<file path="src/rtl/sfs_pkg.sv">
package sfs_pkg;

  typedef enum logic [2:0] {
    SQ_IDLE = 3'd0,
    SQ_RD0  = 3'd1,
    SQ_CAP0 = 3'd2,
    SQ_WAIT = 3'd3,
    SQ_RD1  = 3'd4,
    SQ_CAP1 = 3'd5
  } sq_state_t;

endpackage

</file>
<file path="src/rtl/sfs_phase.sv">
// Finds the clock edges that close each host phase.
module sfs_phase (
  input  logic clk,
  input  logic phi2,
  output logic phi2_rise,
  output logic phi2_fall
);
  logic phi2_q;

  always_ff @(posedge clk) begin
    phi2_q <= phi2;
  end

  assign phi2_rise = phi2 & ~phi2_q;
  assign phi2_fall = ~phi2 & phi2_q;
endmodule

</file>
<file path="src/rtl/sfs_qualify.sv">
// Decides whether the sampled bus cycle is a wanted screen read.
module sfs_qualify #(
  parameter int HAW         = 14,
  parameter bit PAGE_FILTER = 1'b1
) (
  input  logic           phi2_rise,
  input  logic           dma_halt,
  input  logic           refresh_cyc,
  input  logic           page_en,
  input  logic [HAW-1:0] host_addr,
  output logic           take
);
  logic dma_read;
  logic page_ok;

  assign dma_read = phi2_rise & dma_halt & ~refresh_cyc;

  generate
    if (PAGE_FILTER) begin : g_filter
      // the top address bit picks the odd or even 8 KB page
      assign page_ok = ~page_en | host_addr[HAW-1];
    end else begin : g_nofilter
      logic unused_bits;
      assign unused_bits = page_en ^ (^host_addr);
      assign page_ok     = 1'b1 | unused_bits;
    end
  endgenerate

  assign take = dma_read & page_ok;
endmodule

</file>
<file path="src/rtl/sfs_seq.sv">
// Issues the two shadow reads for a taken cycle and assembles the pair.
module sfs_seq
  import sfs_pkg::*;
#(
  parameter int HAW = 14,
  parameter int DW  = 8
) (
  input  logic           clk,
  input  logic           rst_n,
  input  logic           take,
  input  logic           phi2_fall,
  input  logic [HAW-1:0] host_addr,
  input  logic [DW-1:0]  mem_rdata,
  output logic [HAW:0]   mem_addr,
  output logic           mem_rd,
  output logic [DW-1:0]  out_lo,
  output logic [DW-1:0]  out_hi,
  output logic           out_valid,
  output logic           idle
);
  sq_state_t      st;
  logic [HAW-1:0] base;
  logic [DW-1:0]  lo_hold;

  always_ff @(posedge clk) begin
    if (!rst_n) begin
      st        <= SQ_IDLE;
      base      <= '0;
      lo_hold   <= '0;
      mem_addr  <= '0;
      mem_rd    <= 1'b0;
      out_lo    <= '0;
      out_hi    <= '0;
      out_valid <= 1'b0;
    end else begin
      mem_rd    <= 1'b0;
      out_valid <= 1'b0;
      case (st)
        SQ_IDLE: begin
          if (take) begin
            base     <= host_addr;
            mem_addr <= {host_addr, 1'b0};
            mem_rd   <= 1'b1;
            st       <= SQ_RD0;
          end
        end
        SQ_RD0:  st <= SQ_CAP0;
        SQ_CAP0: begin
          lo_hold <= mem_rdata;
          st      <= SQ_WAIT;
        end
        SQ_WAIT: begin
          if (phi2_fall) begin
            mem_addr <= {base, 1'b1};
            mem_rd   <= 1'b1;
            st       <= SQ_RD1;
          end
        end
        SQ_RD1:  st <= SQ_CAP1;
        SQ_CAP1: begin
          out_lo    <= lo_hold;
          out_hi    <= mem_rdata;
          out_valid <= 1'b1;
          st        <= SQ_IDLE;
        end
        default: st <= SQ_IDLE;
      endcase
    end
  end

  assign idle = (st == SQ_IDLE);
endmodule

</file>
<file path="src/rtl/shadow_fetch_snoop.sv">
module shadow_fetch_snoop #(
  parameter int HOST_AW     = 14,
  parameter int DATA_W      = 8,
  parameter bit PAGE_FILTER = 1'b1,
  localparam int SHADOW_AW  = HOST_AW + 1
) (
  input  logic                 clk,
  input  logic                 rst_n,
  input  logic                 phi2,
  input  logic                 dma_halt,
  input  logic                 refresh_cyc,
  input  logic [HOST_AW-1:0]   host_addr,
  input  logic                 page_en,
  input  logic [DATA_W-1:0]    mem_rdata,
  output logic [SHADOW_AW-1:0] mem_addr,
  output logic                 mem_rd,
  output logic [DATA_W-1:0]    out_lo,
  output logic [DATA_W-1:0]    out_hi,
  output logic                 out_valid
);
  logic phi2_rise;
  logic phi2_fall;
  logic take_raw;
  logic seq_idle;

  sfs_phase u_phase (
    .clk       (clk),
    .phi2      (phi2),
    .phi2_rise (phi2_rise),
    .phi2_fall (phi2_fall)
  );

  sfs_qualify #(
    .HAW         (HOST_AW),
    .PAGE_FILTER (PAGE_FILTER)
  ) u_qual (
    .phi2_rise   (phi2_rise),
    .dma_halt    (dma_halt),
    .refresh_cyc (refresh_cyc),
    .page_en     (page_en),
    .host_addr   (host_addr),
    .take        (take_raw)
  );

  sfs_seq #(
    .HAW (HOST_AW),
    .DW  (DATA_W)
  ) u_seq (
    .clk       (clk),
    .rst_n     (rst_n),
    .take      (take_raw),
    .phi2_fall (phi2_fall),
    .host_addr (host_addr),
    .mem_rdata (mem_rdata),
    .mem_addr  (mem_addr),
    .mem_rd    (mem_rd),
    .out_lo    (out_lo),
    .out_hi    (out_hi),
    .out_valid (out_valid),
    .idle      (seq_idle)
  );
endmodule

</file>
<file path="config.mk">
export PLATFORM = sky130hd
export DESIGN_NAME = shadow_fetch_snoop
export DESIGN_NICKNAME = d
export VERILOG_FILES = /design/src/rtl/sfs_pkg.sv /design/src/rtl/sfs_phase.sv /design/src/rtl/sfs_qualify.sv /design/src/rtl/sfs_seq.sv /design/src/rtl/shadow_fetch_snoop.sv
export SDC_FILE = /design/constraint.sdc
export NUM_CORES = 1
export LEC_CHECK = 0
export ABC_CLOCK_PERIOD_IN_PS = 3800
export BUFFER_PORTS_ARGS = -buffer_cell sky130_fd_sc_hd__buf_2
export CORE_MARGIN = 2
export CORE_UTILIZATION = 56
export DETAILED_ROUTE_END_ITERATION = 16
export GPL_TIMING_DRIVEN = 0
export PLACE_DENSITY = 0.9
export SKIP_CTS_REPAIR_TIMING = 1
export SYNTH_ARGS = -nofsm -noshare
export SYNTH_HDL_FRONTEND = slang
export SYNTH_HIERARCHICAL = 1
export SYNTH_SLANG_ARGS = --single-unit
</file>
<file path="constraint.sdc">
create_clock -name clk -period 3.8 [get_ports clk]
set_input_delay 0.19 -clock clk [delete_from_list [all_inputs] [get_ports clk]]
set_output_delay 0.19 -clock clk [all_outputs]
set_load 0.02 [all_outputs]
</file>
[After elaboration in Yosys (flattened, before gate mapping)]
Cells that the tools add are included.
Cells by class
  eq/ne operators: 7
  mux-type cells: 10
  bitwise operators: 10
  reduce and logical (&&, ||, !) cells: 5
Operator list (count)
  $mux W15: 2
  $pmux W15 S2: 1
  $pmux W3 S5: 1
  $eq A3 B2 Y1 const B: 2
  $eq A3 B3 Y1 const B: 2
  $mux W3: 2
  $and A1 B1 Y1: 5
  $ne A2 B2 Y1 const B: 2
  $not A1 Y1: 4
  $reduce_and A2 Y1: 2
  $eq A3 B1 Y1 const B: 1
  $logic_not A3 Y1: 1
  $mux W1: 3
  $reduce_and A3 Y1: 1
  $pmux W1 S2: 1
  $reduce_bool A2 Y1: 1
  $or A1 B1 Y1: 1
Storage, ports and cells
  register bits after elaboration: 59
  input port bits: 28
  output and inout bits: 33
  word-level logic and storage cells: 41

[Longest topological paths before layout]
  depth in word-level cells: 7
  depth in mapped cells: 8

[Cells and area by module]
Netlist, hierarchy kept.
Modules (own cells, without submodules)
  sfs_seq: instances 1, cells an instance 251, area each 2409.8 um^2, seq. area each 1161.1 um^2
  sfs_phase: instances 1, cells an instance 3, area each 35.0 um^2, seq. area each 20.0 um^2
  sfs_qualify: instances 1, cells an instance 3, area each 27.5 um^2, seq. area each 0.0 um^2

[Least setup slack after synthesis]
No wires, ideal clock.
  kind: reg2reg
  from: reg u_phase.phi2_q
  to: reg u_seq.mem_addr[14]
  arrival time: 1.502 ns
  data required time: 3.676 ns
  setup slack: 2.174 ns
  cell stages (with the launch flop): 9
  buffers on the path: 2
  period minus slack after synthesis: 1.626 ns
  cell sequence: dfxtp_1 nor2b_1 nand2_1 nor3_2 or4b_1 buf_2 o21ai_2 buf_6 a21oi_1
On the way
  longest elaborated chain between the ends: 7
  elaborated cells on any way between the ends: 9
RTL lines
  from (decl): line sfs_phase.sv:8  | logic phi2_q;
  from (signal assigned): line sfs_phase.sv:11  | phi2_q <= phi2;
  $not A1 Y1: line sfs_phase.sv:14  | assign phi2_rise = phi2 & ~phi2_q;
  $and A1 B1 Y1: line sfs_phase.sv:14
  named net phi2_rise: line shadow_fetch_snoop.sv:21  | logic phi2_rise;
  $and A1 B1 Y1 (2 in a row): line sfs_qualify.sv:16  | assign dma_read = phi2_rise & dma_halt & ~refresh_cyc;
  $and A1 B1 Y1: line sfs_qualify.sv:29  | assign take = dma_read & page_ok;
  named net take_raw: line shadow_fetch_snoop.sv:23  | logic take_raw;
  $ne A2 B2 Y1 (no source line)
  $reduce_and A3 Y1 (no source line)
  to (signal assigned): line sfs_seq.sv:42  | mem_addr <= {host_addr, 1'b0};
  to (signal assigned): line sfs_seq.sv:54  | mem_addr <= {base, 1'b1};
  to (decl): line sfs_seq.sv:14  | output logic [HAW:0] mem_addr,
The timed path passes the listed nets, and every way through them passes these cells.
A chain may end at the register's enable or synchronous reset.

[Worst setup path after layout]
  from: in phi2
  to: reg u_seq.mem_addr[14]
On the way
  longest elaborated chain between the ends: 6
  elaborated cells on any way between the ends: 9
RTL lines
  from (decl): line shadow_fetch_snoop.sv:9  | input logic phi2,
  $and A1 B1 Y1: line sfs_phase.sv:14
  named net phi2_rise: line shadow_fetch_snoop.sv:21
  $and A1 B1 Y1 (2 in a row): line sfs_qualify.sv:16
  $and A1 B1 Y1: line sfs_qualify.sv:29
  named net take_raw: line shadow_fetch_snoop.sv:23
  $ne A2 B2 Y1 (no source line)
  $reduce_and A3 Y1 (no source line)
The timed path passes the listed nets, and every way through them passes these cells.

==> impl_metrics.ini <==
[placed_design]
numPortBuffers = 59
dpl_cell_area_um2 = 2828
dp_cells = 367
hpwlAfterDp_um = 3676
dp_slack_ns = 1.971
gp_congestion = 0.8462

[cells_and_area]
final_cells = 383
finalInstanceArea_um2 = 3019
area_delta_synth_final_pct = 22.36
fin_util_pct = 70.31
nets = 355
diodes = 0
post_route_cells_drive_above_1_share_pct = 33.23

[floorplan]
row_count = 24
die_y_um = 70.38
fp.dieArea_um2 = 4953
io_pins = 61
core_um2 = 4294
fp.dieW_um = 70.38
start_util_pct = 57.46

[run]
drv_cap = 0

[sta]
setup_violations = 0
setup_tns_ns = 0
whs_ns = 0.1043
fin_skew_ns = 0.007570
worstMarginPinSlew_ns = 0.6762
rsz0062_at_grt = no
slew_viol_final = 0
slew_headroom_pct = 54.73
post-route-period-util_pct = 53.30
finalHoldViolCount = 0
fmax_mhz = 493.7
post-route-worst-setup-slack_ns = 1.775
min_period_ns = 2.025

[setup_path]
cp.required_ns = 4.01
end_kind = flip-flop
crit_arrival_ns = 2.24
cp_max_fo = 10
critPathKind = in -> reg
crit_path_start_kind = input pin
reg2reg_depth = 8

[clocking]
numCtsBuffers = 9
cts.sinks = 59
cts_tree = done
clkTransAtPathRegs_ns = 0.06
ctsLongestPathBuffers = 2
htree_levels = 3
clock_latency_ns = 0.33
root_buffer = clkbuf_8

[drt]
firstDrtPassIters = 4
vias = 2040
viasPerCell = 5.326
routed_wl_um = 5328
ant_nets = 0
drtIter0Drc = 119
remaining_drc_errors = 0
routedWlPerCell_um = 13.91

[hold_path]
hold_path_depth = 3
hold_class = in -> reg

[synth]
avgSynthCellArea_um2 = 9.638
syn_nets = 284
syn_area_um2 = 2467
syn_inst = 256
ys_warn_count = 6

[grt]
grt-ovfl-total = 0
grt_pass1_wl_um = 8901
track_usage_pct = 22.89
grt_max_degree = 11
grt_pass1_vias = 1964
antenna_found_initial = 0

[power]
p_per_area_nw_per_um2 = 413.4
finalPower_mw = 1.248
ir_worst_vdd_uv = 274.4
p_leak_nw = 1.256

[run_status]
status = finished, final reports clean
==> power by group <==
| group | switching, mW | internal (mW) |
|---|---|---|
| Sequential | 0.00584 | 0.630 |
| Clock | 0.230 | 0.294 |
| Combinational | 0.0477 | 0.0404 |
| Total | 0.284 | 0.964 |
==> sequential cells by signal, indices dropped and copies added (netlist names) <==
register and count:
u_seq/mem_addr 15, u_seq/base 14, u_seq/lo_hold 8, u_seq/out_hi 8, u_seq/out_lo 8, u_seq/st 3
u_phase/phi2_q 1, u_seq/mem_rd 1, u_seq/out_valid 1
==> layout by cell type, fill, tap and decap left out, drive strengths merged, types with 4 or more instances in the layout <==
| cell | count |
|---|---|
| mux2i | 22 |
| nand2 | 61 |
| nor2b | 12 |
| buf | 76 |
| clkbuf | 14 |
| clkinv | 4 |
| o31ai | 14 |
| a21oi | 17 |
| a21boi | 30 |
| dfxtp | 59 |
==> layout make-up <==
type | count | area [um2]
multi-input cells | 174 | 1146
repair buffers | 60 | 305.3
fillers | 349 | 1275
inverters | 1 | 3.754
flip-flops and latches | 59 | 1181
plain buffers | 22 | 136.4
clock buffers | 9 | 123.9
clock inverters | 6 | 57.56
well taps | 52 | 65.06
==> worst max-delay path: stages <==
cell and delay, ns:
dlygate4sd3_1 0.52, buf_2 0.11, nor2b_1 0.12, nand2_1 0.07, nor3_2 0.16, or4b_1 0.44
buf_2 0.18, o21ai_2 0.15, buf_6 0.22, a21oi_1 0.08
==> final timing paths <==
kind                  start                  to  slack (ns)
max                    phi2  u_seq/mem_addr[14]        1.77
max reg2reg  u_phase/phi2_q  u_seq/mem_addr[14]        1.98
min reg2reg   u_seq/base[3]       u_seq/base[3]        0.45
min           host_addr[11]      u_seq/base[11]        0.10
==> per-layer routing <==
metal	part of all wire, %	vias up	track usage (%)
li1	-	1009	-
met1	43	947	28.32
met2	48	76	36.69
met3	8.0	8	6.205
met4	1.1	0	11.11
met5	0	-	0
No activity file was read; power rests on OpenSTA's default activity.
